==> config.mk <==
export PLATFORM = sky130hd
export DESIGN_NAME = rxr_ring_engine
export DESIGN_NICKNAME = d
export VERILOG_FILES = /design/src/rtl/rxr_pkg.sv /design/src/rtl/rxr_cfg.sv /design/src/rtl/rxr_pack.sv /design/src/rtl/rxr_ctrl.sv /design/src/rtl/rxr_ring_engine.sv
export SDC_FILE = /design/constraint.sdc
export NUM_CORES = 1
export LEC_CHECK = 0
export BUFFER_PORTS_ARGS = -buffer_cell sky130_fd_sc_hd__buf_2
export CORE_UTILIZATION = 50
export DETAILED_ROUTE_END_ITERATION = 16
export PLACE_DENSITY = 0.78
export SYNTH_ARGS = -nofsm -noshare
export SYNTH_HDL_FRONTEND = slang
export SYNTH_SLANG_ARGS = --single-unit
==> constraint.sdc <==
create_clock -name clk -period 5 [get_ports clk]
set_input_delay 1 -clock clk [delete_from_list [all_inputs] [get_ports clk]]
set_output_delay 1 -clock clk [all_outputs]
set_load 0.02 [all_outputs]
==> src/rtl/rxr_pkg.sv <==
package rxr_pkg;

    // descriptor flag bit positions
    localparam int BD_EMPTY = 15;
    localparam int BD_WRAP  = 13;
    localparam int BD_LAST  = 11;
    localparam int BD_LONG  = 5;
    localparam int BD_TRUNC = 0;

    // register offsets
    localparam logic [9:0] OFS_DEMAND = 10'h010;
    localparam logic [9:0] OFS_CTRL   = 10'h084;
    localparam logic [9:0] OFS_RING   = 10'h180;
    localparam logic [9:0] OFS_MAXBUF = 10'h188;

    localparam logic [31:0] CTRL_RST   = 32'h05EE_0001;
    localparam logic [31:0] CTRL_MASK  = 32'h07FF_003F;
    localparam logic [10:0] MAXBUF_MSK = 11'h7F0;
    localparam logic [10:0] MAXBUF_RST = 11'h600;
    localparam logic [10:0] MAXBUF_MIN = 11'd16;

    typedef enum logic [3:0] {
        ST_OFF,   // disarmed
        ST_RDF,   // read descriptor word 0
        ST_RDP,   // read buffer pointer
        ST_FILL,  // accept bytes into buffer
        ST_WRD,   // write packed data word
        ST_PEEK,  // buffer full, wait for evidence of more bytes
        ST_DISC,  // past the cap, discard to end of frame
        ST_WBD,   // write descriptor back
        ST_DROP   // ring exhausted mid-frame, drop to end
    } rxr_state_e;

    typedef struct packed {
        logic [15:0] flags;
        logic [15:0] len;
    } bd_head_t;

    function automatic logic [15:0] bd_close(input logic [15:0] f,
                                             input logic fin,
                                             input logic tr,
                                             input logic lg);
        logic [15:0] r;
        r = f;
        r[BD_EMPTY] = 1'b0;
        if (fin) begin
            r[BD_LAST] = 1'b1;
            if (tr) r[BD_TRUNC] = 1'b1;
            if (lg) r[BD_LONG]  = 1'b1;
        end
        return r;
    endfunction

endpackage

==> src/rtl/rxr_cfg.sv <==
module rxr_cfg
    import rxr_pkg::*;
(
    input  logic        clk,
    input  logic        rst,
    input  logic        we,
    input  logic [9:0]  addr,
    input  logic [31:0] wdata,
    input  logic        armed,
    output logic [31:0] rdata,
    output logic [31:0] ring_base,
    output logic [10:0] maxb,
    output logic [15:0] limit,
    output logic        demand_pulse,
    output logic        ring_load,
    output logic [31:0] ring_val
);
    logic [31:0] ctrl_q;
    logic [31:0] ring_q;
    logic [10:0] maxbuf_q;

    assign ring_val     = {wdata[31:2], 2'b00};
    assign demand_pulse = we && (addr == OFS_DEMAND);
    assign ring_load    = we && (addr == OFS_RING);

    always_ff @(posedge clk) begin
        if (rst) begin
            ctrl_q   <= CTRL_RST;
            ring_q   <= '0;
            maxbuf_q <= MAXBUF_RST;
        end else if (we) begin
            case (addr)
                OFS_CTRL:   ctrl_q   <= wdata & CTRL_MASK;
                OFS_RING:   ring_q   <= ring_val;
                OFS_MAXBUF: maxbuf_q <= wdata[10:0] & MAXBUF_MSK;
                default: ;
            endcase
        end
    end

    assign ring_base = ring_q;
    assign limit     = ctrl_q[31:16];
    assign maxb      = (maxbuf_q == '0) ? MAXBUF_MIN : maxbuf_q;

    always_comb begin
        case (addr)
            OFS_DEMAND: rdata = {7'd0, armed, 24'd0};
            OFS_CTRL:   rdata = ctrl_q;
            OFS_RING:   rdata = ring_q;
            OFS_MAXBUF: rdata = {21'd0, maxbuf_q};
            default:    rdata = '0;
        endcase
    end
endmodule

==> src/rtl/rxr_pack.sv <==
module rxr_pack (
    input  logic        clk,
    input  logic        rst,
    input  logic        clear,
    input  logic        push,
    input  logic [7:0]  din,
    output logic [31:0] word,
    output logic [3:0]  be,
    output logic [1:0]  lane
);
    always_ff @(posedge clk) begin
        if (rst || clear) begin
            word <= '0;
            be   <= '0;
            lane <= '0;
        end else if (push) begin
            for (int k = 0; k < 4; k++) begin
                if (lane == 2'(k)) begin
                    word[31-8*k -: 8] <= din;
                    be[3-k]           <= 1'b1;
                end
            end
            lane <= lane + 2'd1;
        end
    end
endmodule

==> src/rtl/rxr_ctrl.sv <==
module rxr_ctrl
    import rxr_pkg::*;
#(
    parameter int FRAME_CAP = 2032,
    parameter int CNT_W     = 16
) (
    input  logic        clk,
    input  logic        rst,
    input  logic        ctrl_en,
    input  logic        demand_pulse,
    input  logic        ring_load,
    input  logic [31:0] ring_val,
    input  logic [31:0] ring_base,
    input  logic [10:0] maxb,
    input  logic [15:0] limit,
    input  logic        in_valid,
    input  logic        in_last,
    output logic        in_ready,
    output logic        pack_push,
    output logic        pack_clear,
    input  logic [1:0]  pack_lane,
    input  logic [31:0] pack_word,
    input  logic [3:0]  pack_be,
    output logic        mem_req,
    output logic        mem_we,
    output logic [31:0] mem_addr,
    output logic [31:0] mem_wdata,
    output logic [3:0]  mem_be,
    input  logic [31:0] mem_rdata,
    input  logic        mem_ack,
    output logic        ev_frame,
    output logic        ev_buffer,
    output logic        armed,
    output logic        overrun
);
    localparam int CAP_W = $clog2(FRAME_CAP + 1);
    localparam logic [CAP_W-1:0] CAP_V = CAP_W'(FRAME_CAP);

    rxr_state_e        state;
    logic [31:0]       cur_ptr;
    logic [31:0]       data_addr;
    logic [15:0]       desc_flags;
    logic [10:0]       buf_cnt;
    logic [CAP_W-1:0]  stored;
    logic [CNT_W-1:0]  frm_cnt;
    logic              last_seen;
    logic              trunc;
    logic              cont;

    logic [10:0]       buf_n;
    logic [CAP_W-1:0]  sto_n;
    logic [CNT_W-1:0]  frm_n;
    logic              long_frm;
    bd_head_t          head;

    assign buf_n    = buf_cnt + 11'd1;
    assign sto_n    = stored + 1'b1;
    assign frm_n    = (&frm_cnt) ? frm_cnt : frm_cnt + 1'b1;
    assign long_frm = trunc || (CNT_W'(limit) < frm_cnt);

    assign head.flags = bd_close(desc_flags, last_seen, trunc, long_frm);
    assign head.len   = 16'(buf_cnt);

    assign in_ready   = (state == ST_FILL) || (state == ST_DISC) || (state == ST_DROP);
    assign pack_push  = (state == ST_FILL) && in_valid;
    assign pack_clear = ((state == ST_WRD) && mem_ack) || (state == ST_OFF);

    always_comb begin
        mem_req   = 1'b0;
        mem_we    = 1'b0;
        mem_addr  = cur_ptr;
        mem_wdata = head;
        mem_be    = 4'hF;
        case (state)
            ST_RDF: mem_req = 1'b1;
            ST_RDP: begin mem_req = 1'b1; mem_addr = cur_ptr + 32'd4; end
            ST_WRD: begin
                mem_req   = 1'b1;
                mem_we    = 1'b1;
                mem_addr  = data_addr;
                mem_wdata = pack_word;
                mem_be    = pack_be;
            end
            ST_WBD: begin mem_req = 1'b1; mem_we = 1'b1; end
            default: ;
        endcase
    end

    always_ff @(posedge clk) begin
        if (rst) begin
            state      <= ST_OFF;
            cur_ptr    <= '0;
            data_addr  <= '0;
            desc_flags <= '0;
            buf_cnt    <= '0;
            stored     <= '0;
            frm_cnt    <= '0;
            last_seen  <= 1'b0;
            trunc      <= 1'b0;
            cont       <= 1'b0;
            armed      <= 1'b0;
            overrun    <= 1'b0;
            ev_frame   <= 1'b0;
            ev_buffer  <= 1'b0;
        end else begin
            ev_frame  <= 1'b0;
            ev_buffer <= 1'b0;
            if (!ctrl_en) begin
                state     <= ST_OFF;
                armed     <= 1'b0;
                buf_cnt   <= '0;
                stored    <= '0;
                frm_cnt   <= '0;
                last_seen <= 1'b0;
                trunc     <= 1'b0;
            end else begin
                case (state)
                    ST_OFF: if (demand_pulse && !armed) begin
                        cont  <= 1'b0;
                        state <= ST_RDF;
                    end
                    ST_RDF: if (mem_ack) begin
                        desc_flags <= mem_rdata[31:16];
                        if (mem_rdata[16 + BD_EMPTY]) begin
                            state <= ST_RDP;
                        end else if (cont) begin
                            overrun <= 1'b1;
                            state   <= ST_DROP;
                        end else begin
                            armed <= 1'b0;
                            state <= ST_OFF;
                        end
                    end
                    ST_RDP: if (mem_ack) begin
                        data_addr <= mem_rdata & ~32'h3;
                        armed     <= 1'b1;
                        state     <= ST_FILL;
                    end
                    ST_FILL: if (in_valid) begin
                        buf_cnt   <= buf_n;
                        stored    <= sto_n;
                        frm_cnt   <= frm_n;
                        last_seen <= in_last;
                        if (pack_lane == 2'd3 || buf_n >= maxb || sto_n == CAP_V || in_last)
                            state <= ST_WRD;
                    end
                    ST_WRD: if (mem_ack) begin
                        data_addr <= data_addr + 32'd4;
                        if (last_seen)           state <= ST_WBD;
                        else if (stored == CAP_V) state <= ST_DISC;
                        else if (buf_cnt >= maxb) state <= ST_PEEK;
                        else                      state <= ST_FILL;
                    end
                    ST_PEEK: if (in_valid) state <= ST_WBD;
                    ST_DISC: if (in_valid) begin
                        frm_cnt <= frm_n;
                        trunc   <= 1'b1;
                        if (in_last) begin
                            last_seen <= 1'b1;
                            state     <= ST_WBD;
                        end
                    end
                    ST_WBD: if (mem_ack) begin
                        ev_frame  <= last_seen;
                        ev_buffer <= !last_seen;
                        cur_ptr   <= desc_flags[BD_WRAP] ? ring_base : cur_ptr + 32'd8;
                        buf_cnt   <= '0;
                        cont      <= !last_seen;
                        if (last_seen) begin
                            stored    <= '0;
                            frm_cnt   <= '0;
                            trunc     <= 1'b0;
                            last_seen <= 1'b0;
                        end
                        state <= ST_RDF;
                    end
                    ST_DROP: if (in_valid && in_last) begin
                        cont      <= 1'b0;
                        stored    <= '0;
                        frm_cnt   <= '0;
                        trunc     <= 1'b0;
                        last_seen <= 1'b0;
                        state     <= ST_RDF;
                    end
                    default: state <= ST_OFF;
                endcase
            end
            if (ring_load) cur_ptr <= ring_val;
        end
    end
endmodule

==> src/rtl/rxr_ring_engine.sv <==
module rxr_ring_engine
    import rxr_pkg::*;
#(
    parameter int FRAME_CAP = 2032,
    parameter int CNT_W     = 16
) (
    input  logic        clk,
    input  logic        rst,
    input  logic        ctrl_en,
    input  logic        cfg_we,
    input  logic [9:0]  cfg_addr,
    input  logic [31:0] cfg_wdata,
    output logic [31:0] cfg_rdata,
    input  logic        in_valid,
    input  logic [7:0]  in_data,
    input  logic        in_last,
    output logic        in_ready,
    output logic        mem_req,
    output logic        mem_we,
    output logic [31:0] mem_addr,
    output logic [31:0] mem_wdata,
    output logic [3:0]  mem_be,
    input  logic [31:0] mem_rdata,
    input  logic        mem_ack,
    output logic        ev_frame,
    output logic        ev_buffer,
    output logic        rx_armed,
    output logic        rx_overrun
);
    logic [31:0] ring_base, ring_val, pack_word;
    logic [10:0] maxb;
    logic [15:0] limit;
    logic        demand_pulse, ring_load, pack_push, pack_clear;
    logic [3:0]  pack_be;
    logic [1:0]  pack_lane;

    rxr_cfg u_cfg (
        .clk(clk), .rst(rst), .we(cfg_we), .addr(cfg_addr), .wdata(cfg_wdata),
        .armed(rx_armed), .rdata(cfg_rdata), .ring_base(ring_base), .maxb(maxb),
        .limit(limit), .demand_pulse(demand_pulse), .ring_load(ring_load),
        .ring_val(ring_val)
    );

    rxr_pack u_pack (
        .clk(clk), .rst(rst), .clear(pack_clear), .push(pack_push), .din(in_data),
        .word(pack_word), .be(pack_be), .lane(pack_lane)
    );

    rxr_ctrl #(.FRAME_CAP(FRAME_CAP), .CNT_W(CNT_W)) u_ctrl (
        .clk(clk), .rst(rst), .ctrl_en(ctrl_en), .demand_pulse(demand_pulse),
        .ring_load(ring_load), .ring_val(ring_val), .ring_base(ring_base),
        .maxb(maxb), .limit(limit), .in_valid(in_valid), .in_last(in_last),
        .in_ready(in_ready), .pack_push(pack_push), .pack_clear(pack_clear),
        .pack_lane(pack_lane), .pack_word(pack_word), .pack_be(pack_be),
        .mem_req(mem_req), .mem_we(mem_we), .mem_addr(mem_addr),
        .mem_wdata(mem_wdata), .mem_be(mem_be), .mem_rdata(mem_rdata),
        .mem_ack(mem_ack), .ev_frame(ev_frame), .ev_buffer(ev_buffer),
        .armed(rx_armed), .overrun(rx_overrun)
    );
endmodule

==> results_dict.tcl, run 1 <==
set metrics [dict create \
    areaGrowthSynthToFinish_pct 13.80 \
    yosys.area_share.simple_pct 30.42 \
    grt_max_degree 94 \
    worstHoldPathCells 2 \
    antenna_found_initial 4 \
    synth_edf_count 0 \
    fmax_ghz 0.2071 \
    hold_path_startpoint "u_pack.word[22]" \
    insertion_delay_ps 540 \
    cp.arrival_ps 3830 \
    rows 58 \
    synthXorXnorAreaFrac_pct 1.141 \
    yosys.area.top_type_share_pct 33.44 \
    critPathMaxFanout 11 \
    ir_worst_vdd_mv 0.2228 \
    cts-htree-levels 1 \
    critical_path_required_ps 4000 \
    io_pins 196 \
    r2r_cells 11 \
    die_width_microns 163.6 \
    post-route-util_pct 58.48 \
    die_h_microns 163.6 \
    outcome "finished, final reports clean" \
    pre_cts_ws_ps 836.1 \
    period_minus_slack_ps 4829 \
    die-area_sq_mm 0.02676 \
    synth_area_leaders "dfxtp_1 33%, nand2_1 11%, a21oi_1 8.6%" \
    worst_pin_slew_ps 1001 \
    hold_class "flip-flop to flip-flop" \
    avgSynthCellArea_sq_um 7.215 \
    netlist_top_cells_count "368 x nand2_1, 224 x a21oi_1, 218 x dfxtp_1, 109 x o21ai_0, 103 x nor2_1" \
    clkSlewWorstSetupHoldPaths_ps 60 \
    clock_skew_ps 19.99 \
    drc_errors 0 \
    cts_max_path_buffers 3 \
    ys_seq_area_share_pct 33.44 \
    hold_path_end "u_pack.word[22]" \
    fin_tns_setup_ps 0 \
    postRouteAntennaNets 0 \
    grt_usage_pct 30.20 \
    viasPerCell 6.223 \
    reg2reg_setup_slack_ps 1600 \
    cts_setup_buffers 0 \
    fillCellCount 2346 \
    reg2reg_from "u_ctrl.buf_cnt[0]" \
    synthCells 1809 \
    yosys.area.top_type "dfxtp_1" \
    synth_area_sq_mm 0.01305 \
    grt_remaining_overflow 0 \
    globalplace.congestion 1.037 \
    synthFlopType "dfxtp_1" \
    cts-buffers-inserted 25 \
    place.port_buffers 193 \
    synthAdderAreaFrac_pct 3.528 \
    final-seq-area_sq_mm 0.004364 \
    clkSinkCount 218 \
    drv_slew 0 \
    period_share_pct 96.59 \
    setup_viol 0 \
    hpwl_microns 29990 \
    slew_headroom_pct 33.24 \
    nets 2030 \
    startpoint_type "flip-flop" \
    drive_gt1_share_pct 15.38 \
    netlist-cell-type-count 78 \
    async_flop_share_pct 0 \
    finalHoldViolCount 0 \
    drt_iter0_drc 1794 \
    p_per_area_mw_per_mm2 254.5 \
    synth_top_family_by_area "simple AND/OR/NAND/NOR gates" \
    holdWs_ps 455.5 \
    drv_cap 0 \
    synth-seq-cells 218 \
    first_pass_iters 7 \
    leakage_nw 5.413 \
    critPathCaptureType "output port" \
    synthMuxAreaShare_pct 1.198 \
    cts-root-buf "clkbuf_16" \
    r2r_end "u_ctrl.state[3]" \
    core_area_sq_mm 0.02540 \
    wl_per_cell_microns 18.63 \
    cts_resized 0 \
    worst_slack_ps 170.5 \
    cts_hold_buf 0 \
    synth-compound-area-share_pct 24.16 \
    critPathKind "flip-flop to output port" \
    start_util_pct 51.39 \
    grt_pass1_wl_microns 65420 \
    drt_wl_total_microns 42050 \
    synth_nets 1934 \
    first_global_vias 12640 \
    rsz0062_at_grt "false" \
    via_count 14050 \
    yosysWarnings 0 \
    synthMostInstantiatedCell "nand2_1" \
    cts_tree "done" \
    multi_input_area_sq_mm 0.007914 \
]
cells by family (layout without fill, tap and decap cells):
family,after synthesis,after routing
AOI/OAI and AO/OA,517,517
xor gates and xnor gates,17,17
adders and majority gates,37,37
buffers and inverters,189,304
DFF,218,218
muxes,15,15
other,0,3
and+or+nand+nor,816,816
registers in the layout, indices dropped and copies added, names as in the netlist, 2 cells and up:
name,count
u_ctrl.frm_cnt,16
u_pack.be,4
u_ctrl.stored,11
u_ctrl.state,4
u_ctrl.cur_ptr,32
u_cfg.ctrl_q,17
u_ctrl.desc_flags,15
u_pack.word,32
u_cfg.maxbuf_q,7
u_ctrl.buf_cnt,11
u_cfg.ring_base,30
u_ctrl.data_addr,30
u_pack.lane,2
layout by cell type, fill, tap and decap left out, types with 15 or more instances in the layout:
cell type / instances
clkbuf_16: 25
and2_1: 22
ha_1: 36
nand2_1: 367
nand3_1: 95
inv_1: 42
a31oi_1: 15
nand3b_1: 19
a22o_1: 20
a211oi_1: 15
dfxtp_1: 218
o22ai_1: 21
buf_4: 24
and3_1: 18
nor3_1: 47
nor2_1: 103
a21oi_1: 224
or3_1: 25
buf_2: 192
o21ai_0: 109
nand4_1: 29
worst max-delay path, stage by stage, from the launching register on:
cell and delay [ps]:
dfxtp_1 530, ha_1 370, nand3_1 110, buf_4 200
or3_1 540, or4_1 670, o311ai_0 590, buf_2 280
how the worst max path moves through the flow:
stage,startpoint,endpoint,slack [ps],cells past startpoint
floorplan,u_ctrl.cur_ptr[3],mem_addr[25],1300,6
global placement,u_ctrl.cur_ptr[4],mem_addr[25],860,7
detailed placement,u_ctrl.cur_ptr[4],mem_addr[25],840,7
CTS,u_ctrl.cur_ptr[4],mem_addr[25],290,7
global route,u_ctrl.cur_ptr[4],mem_addr[25],130,7
finish,u_ctrl.cur_ptr[4],mem_addr[25],170,7
report_power, final:
group	leakage [nW]	switching [mW]	internal [mW]	total (mW)
clock network	0.421	0.767	1.15	1.92
logic	3.24	0.0742	0.0422	0.116
registers	1.76	0.00528	1.74	1.74
routing by layer:
metal / GRT usage (%) / up-vias / share of wire, %
met1: 38.69 / 6578 / 41
met2: 49.50 / 666 / 47
met5: 0 / - / 0
met3: 4.393 / 133 / 8.1
met4: 14.77 / 0 / 4.7
li1: - / 6669 / -
final cells by class:
type,count,area share [%]
Multi-Input combinational cell,1402,53.28
Sequential cell,218,29.38
Timing Repair Buffer,216,7.682
Clock buffer,35,4.801
Tap cell,330,2.780
Inverter,42,1.061
Clock inverter,11,0.9687
Antenna cell,3,0.05054
per-stage QoR:
step / cells / total power [mW] / cell area, sq um
floorplan: 1809 / 1.832 / 13050
global placement: 2208 / 1.895 / 13990
detailed placement: 2208 / 1.896 / 13990
CTS: 2254 / 3.793 / 14850
global route: 2257 / 3.873 / 14850
finish: 2257 / 3.780 / 14850
Power figures use the tool's default switching activity.
==> inputs of run 2 (changes only) <==
--- a/config.mk
+++ b/config.mk
@@ -8,7 +8,7 @@
 export BUFFER_PORTS_ARGS = -buffer_cell sky130_fd_sc_hd__buf_2
 export CORE_UTILIZATION = 50
 export DETAILED_ROUTE_END_ITERATION = 16
-export PLACE_DENSITY = 0.78
+export PLACE_DENSITY = 0.71
 export SYNTH_ARGS = -nofsm -noshare
 export SYNTH_HDL_FRONTEND = slang
 export SYNTH_SLANG_ARGS = --single-unit
==> constraint.sdc (replaced) <==
create_clock -name clk -period 6.3 [get_ports clk]
set_input_delay 1.26 -clock clk [delete_from_list [all_inputs] [get_ports clk]]
set_output_delay 1.26 -clock clk [all_outputs]
set_load 0.02 [all_outputs]
==> results_dict.tcl, run 2 (synthesized netlist as in run 1, its figures left out) <==
set metrics [dict create \
    place.port_buffers 193 \
    pwr-share-clk_pct 51.0 \
    leakage_nw 5.365 \
    cts-htree-levels 1 \
    fin_cells 2245 \
    setup_viol 0 \
    die_width_microns 163.6 \
    clkSlewWorstSetupHoldPaths_ps 60 \
    start_util_pct 51.39 \
    cts_resized 0 \
    critPathMaxFanout 11 \
    critical_path_required_ps 5040 \
    reg_top3 "u_ctrl.cur_ptr (32), u_pack.word (32)" \
    layout_commonest_cell "nand2_1" \
    cts_setup_buffers 0 \
    rsz0062_at_grt "false" \
    drv_slew 0 \
    areaGrowthSynthToFinish_pct 13.24 \
    cts-root-buf "clkbuf_16" \
    postRouteAntennaNets 0 \
    fmax_ghz 0.1928 \
    insertion_delay_ps 530 \
    drc_errors 0 \
    p_comb_share_pct 3.1 \
    design_area_sq_mm 0.01478 \
    first_global_vias 12340 \
    cts_hold_buf 0 \
    period_minus_slack_ps 5185 \
    cp_slowest_stage_delay_ps 630 \
    critPathMostFrequentCell "nand3_1" \
    netSwitchingPower_mw 0.6742 \
    swShare_pct 22.37 \
    grt_pass1_wl_microns 65700 \
    drive_gt1_share_pct 14.85 \
    critPathKind "flip-flop to output port" \
    timing.critical_path.slowest_stage_cell "or3_1" \
    drv_cap 0 \
    io_pins 196 \
    via_count 13760 \
    antenna_found_initial 1 \
    outcome "finished, final reports clean" \
    grt_max_degree 75 \
    die_h_microns 163.6 \
    wl_per_cell_microns 18.71 \
    die-area_sq_mm 0.02676 \
    fin_tns_setup_ps 0 \
    dp_cells 2199 \
    first_pass_iters 6 \
    viasPerCell 6.127 \
    internal-power_mw 2.340 \
    critPathCaptureType "output port" \
    hold_class "flip-flop to flip-flop" \
    rows 58 \
    startpoint_type "flip-flop" \
    hpwl_microns 29680 \
    place_area_sq_mm 0.01392 \
    grt_remaining_overflow 0 \
    most-common-layout-cells "367 x nand2_1, 224 x a21oi_1, 218 x dfxtp_1" \
    pwr-share-seq_pct 45.9 \
    nets 2022 \
    ir_worst_vdd_mv 0.1998 \
    drt_wl_total_microns 42010 \
    cp_cell_sequence "ha_1 > nand3_1 > or3_1 > nor4_2 > nand3_1 > o311ai_0 > buf_2" \
    clock_skew_ps 7.208 \
    finalHoldViolCount 0 \
    cts_max_path_buffers 3 \
    cts_tree "done" \
    reg2reg_setup_slack_ps 2880 \
    worst_pin_slew_ps 948.8 \
    grt_usage_pct 30.53 \
    period_share_pct 82.31 \
    clkSinkCount 218 \
    p_per_area_mw_per_mm2 203.9 \
    slew_headroom_pct 36.75 \
    cp.arrival_ps 3930 \
    cts-buffers-inserted 26 \
    globalplace.congestion 0.9882 \
    post-route-util_pct 58.19 \
    drt_iter0_drc 1525 \
    core_area_sq_mm 0.02540 \
]
## run 2: power by group through the flow
stage,logic (mW),registers [mW],clock network (mW)
after floorplan,0.0419,1.41,0
after global routing,0.0988,1.38,1.61
final,0.0923,1.38,1.54
after global placement,0.0902,1.41,0
after CTS,0.0911,1.38,1.55
after detailed placement,0.0908,1.41,0
## run 2: path summary, 6_finish.rpt
check	to	depth (start not counted)	from
worst max-delay path	mem_addr[29]	7	u_ctrl.cur_ptr[3]
worst min-delay path	u_pack.word[13]	2	u_pack.word[13]
worst max register to register	u_ctrl.data_addr[10]	7	u_ctrl.state[2]
worst min register to register	u_pack.word[13]	2	u_pack.word[13]
## run 2: through the flow
step | total power, mW | setup WS, ps | hold slack, ps
after global placement | 1.505 | 1715 | 439.3
after CTS | 3.028 | 1141 | 453.1
final | 3.014 | 1115 | 452.5
after global routing | 3.094 | 810.1 | 470.6
after detailed placement | 1.505 | 1687 | 444.8
after floorplan | 1.454 | 2173 | 428.0
## run 2: final cells by class
| cell class | count | area, sq um |
|---|---|---|
| Fill cell | 2438 | 10620 |
| Clock buffer | 35 | 725.7 |
| Timing Repair Buffer | 207 | 1074 |
| Multi-Input combinational cell | 1402 | 7914 |
| Antenna cell | 2 | 5.005 |
| Tap cell | 330 | 412.9 |
| Clock inverter | 9 | 127.6 |
| Sequential cell | 218 | 4364 |
| Inverter | 42 | 157.7 |
## run 2: per-layer routing
layer / track usage [%] / share of wire (%) / up-vias
met5: 0 / 0 / -
met2: 50.00 / 47 / 531
met3: 3.327 / 6.7 / 84
li1: - / - / 6648
met1: 40.91 / 43 / 6492
met4: 12.08 / 3.4 / 0
## run 2: worst max-delay path, delay by kind of cell, from the launching register on
family,cells,cell delay (ps)
AO/OA/AOI/OAI,1,500
buffers and inverters,1,260
AND/OR/NAND/NOR,4,1730
adder cells (fa/ha/maj),1,360
flip-flops,1,540
==> inputs of run 3 (changes only) <==
==> constraint.sdc (replaced) <==
create_clock -name clk -period 4.9 [get_ports clk]
set_input_delay 0.98 -clock clk [delete_from_list [all_inputs] [get_ports clk]]
set_output_delay 0.98 -clock clk [all_outputs]
set_load 0.02 [all_outputs]
==> results_dict.tcl, run 3 (synthesized netlist as in run 1, its figures left out) <==
set metrics [dict create \
    cpLargestDelayFamily "simple AND/OR/NAND/NOR gates" \
    leakage_nw 5.393 \
    reg_top3 "u_ctrl.cur_ptr (32), u_pack.word (32)" \
    cts-buffers-inserted 25 \
    via_count 13780 \
    nets 2032 \
    hold_class "flip-flop to flip-flop" \
    areaGrowthSynthToFinish_pct 13.40 \
    drv_slew 0 \
    ir_worst_vdd_mv 0.2165 \
    critPathCaptureType "output port" \
    drt_wl_total_microns 42400 \
    cts-root-buf "clkbuf_16" \
    globalplace.congestion 1.004 \
    grt_pass1_wl_microns 66670 \
    hold_path_end "u_pack.word[12]" \
    final-seq-area_sq_mm 0.004364 \
    fillCellCount 2493 \
    first_global_vias 12460 \
    reg2reg_setup_slack_ps 1590 \
    reg2reg_from "u_ctrl.buf_cnt[0]" \
    startpoint_type "flip-flop" \
    cp_num_buf_inv 1 \
    io_pins 196 \
    pre_cts_ws_ps 878.4 \
    cts_resized 0 \
    rsz0062_at_grt "false" \
    cp_slowest_stage_delay_ps 680 \
    multi_input_area_sq_mm 0.007914 \
    clock_skew_ps 37.64 \
    cts_hold_buf 0 \
    die_width_microns 163.6 \
    power_mw 3.713 \
    period_minus_slack_ps 4661 \
    worstHoldPathCells 2 \
    rows 58 \
    drv_cap 0 \
    postRouteAntennaNets 0 \
    drt_iter0_drc 1447 \
    r2r_cells 11 \
    drive_gt1_share_pct 15.22 \
    core_area_sq_mm 0.02540 \
    p_per_area_mw_per_mm2 250.9 \
    wl_per_cell_microns 18.79 \
    insertion_delay_ps 550 \
    drc_errors 0 \
    critPathMaxFanout 9 \
    start_util_pct 51.39 \
    critPathKind "flip-flop to output port" \
    clkSlewWorstSetupHoldPaths_ps 60 \
    worst_pin_slew_ps 968.6 \
    viasPerCell 6.108 \
    die-area_sq_mm 0.02676 \
    hold_path_startpoint "u_pack.word[12]" \
    fin_tns_setup_ps 0 \
    setup_viol 0 \
    cts_tree "done" \
    slew_headroom_pct 35.36 \
    dp_cells 2210 \
    antenna_found_initial 1 \
    grt_max_degree 79 \
    finalHoldViolCount 0 \
    cts_max_path_buffers 3 \
    most-common-layout-cells "367 x nand2_1, 224 x a21oi_1, 218 x dfxtp_1" \
    cts_setup_buffers 0 \
    fmax_ghz 0.2146 \
    die_h_microns 163.6 \
    period_share_pct 95.11 \
    layout_commonest_cell "nand2_1" \
    fin_cells 2256 \
    grt_usage_pct 30.96 \
    r2r_end "u_ctrl.state[3]" \
    cp_cell_sequence "ha_1 > nand3_1 > or3_1 > or4_1 > o311ai_0 > buf_2" \
    post-route-util_pct 58.28 \
    critical_path_required_ps 3920 \
    hpwl_microns 30290 \
    clkSinkCount 218 \
    first_pass_iters 6 \
    grt_remaining_overflow 0 \
    place.port_buffers 193 \
    cp.arrival_ps 3680 \
    worst_slack_ps 239.5 \
    timing.critical_path.slowest_stage_cell "or4_1" \
    cts-htree-levels 1 \
    outcome "finished, final reports clean" \
]
## run 3: cell types whose count changed in the layout (fill, tap and decap cells not counted), moves of 2 or more
cell / change
buf_4: +10
clkbuf_8: +4
bufinv_16: -3
clkbuf_1: +3
clkbuf_16: -2
## run 3: how the worst max path moves through the flow
stage	from	end	slack [ps]	cells after the start
2_1_floorplan	u_ctrl.cur_ptr[3]	mem_addr[25]	1220	6
3_3_place_gp	u_ctrl.cur_ptr[4]	mem_addr[25]	900	6
3_5_place_dp	u_ctrl.cur_ptr[4]	mem_addr[25]	880	6
4_1_cts	u_ctrl.cur_ptr[4]	mem_addr[25]	320	6
5_1_grt	u_ctrl.cur_ptr[4]	mem_addr[25]	150	6
6_report	u_ctrl.cur_ptr[4]	mem_addr[25]	240	6
## run 3: worst reg2reg max path, delay by kind of cell, from the launching register on
family	cells	cell delay, ps
AOI/OAI and AO/OA	3	1140
xor gates and xnor gates	1	220
DFF	1	430
adders and majority gates	2	560
and+or+nand+nor	5	860
## run 3: area by class of cell
type | count | area share (%)
clock inverters | 5 | 0.2705
clock buffers | 40 | 5.013
repair buffers | 218 | 7.895
inverters | 42 | 1.065
diodes | 1 | 0.01691
multi-input cells | 1402 | 53.47
well taps | 330 | 2.790
flip-flops and latches | 218 | 29.48
## run 3: per-stage QoR
| step | hold slack [ps] | cell area (sq um) |
|---|---|---|
| 2_1_floorplan | 428.0 | 13050 |
| 3_3_place_gp | 439.3 | 14020 |
| 3_5_place_dp | 444.9 | 14020 |
| 4_1_cts | 452.7 | 14800 |
| 5_1_grt | 468.9 | 14800 |
| 6_report | 451.9 | 14800 |
## run 3: report_power, final
group | total [mW] | switching [mW] | internal (mW)
clock | 1.81 | 0.776 | 1.04
sequential | 1.78 | 0.00558 | 1.77
combinational | 0.119 | 0.0762 | 0.0431
## run 3: layer usage
layer | part of all wire (%) | GRT usage, % | wire (microns) | vias up
li1 | - | - | - | 6686
met1 | 43 | 41.56 | 18160 | 6424
met2 | 46 | 50.27 | 19700 | 557
met3 | 6.9 | 3.834 | 2944 | 112
met4 | 3.8 | 12.25 | 1595 | 0
met5 | 0 | 0 | 0 | -
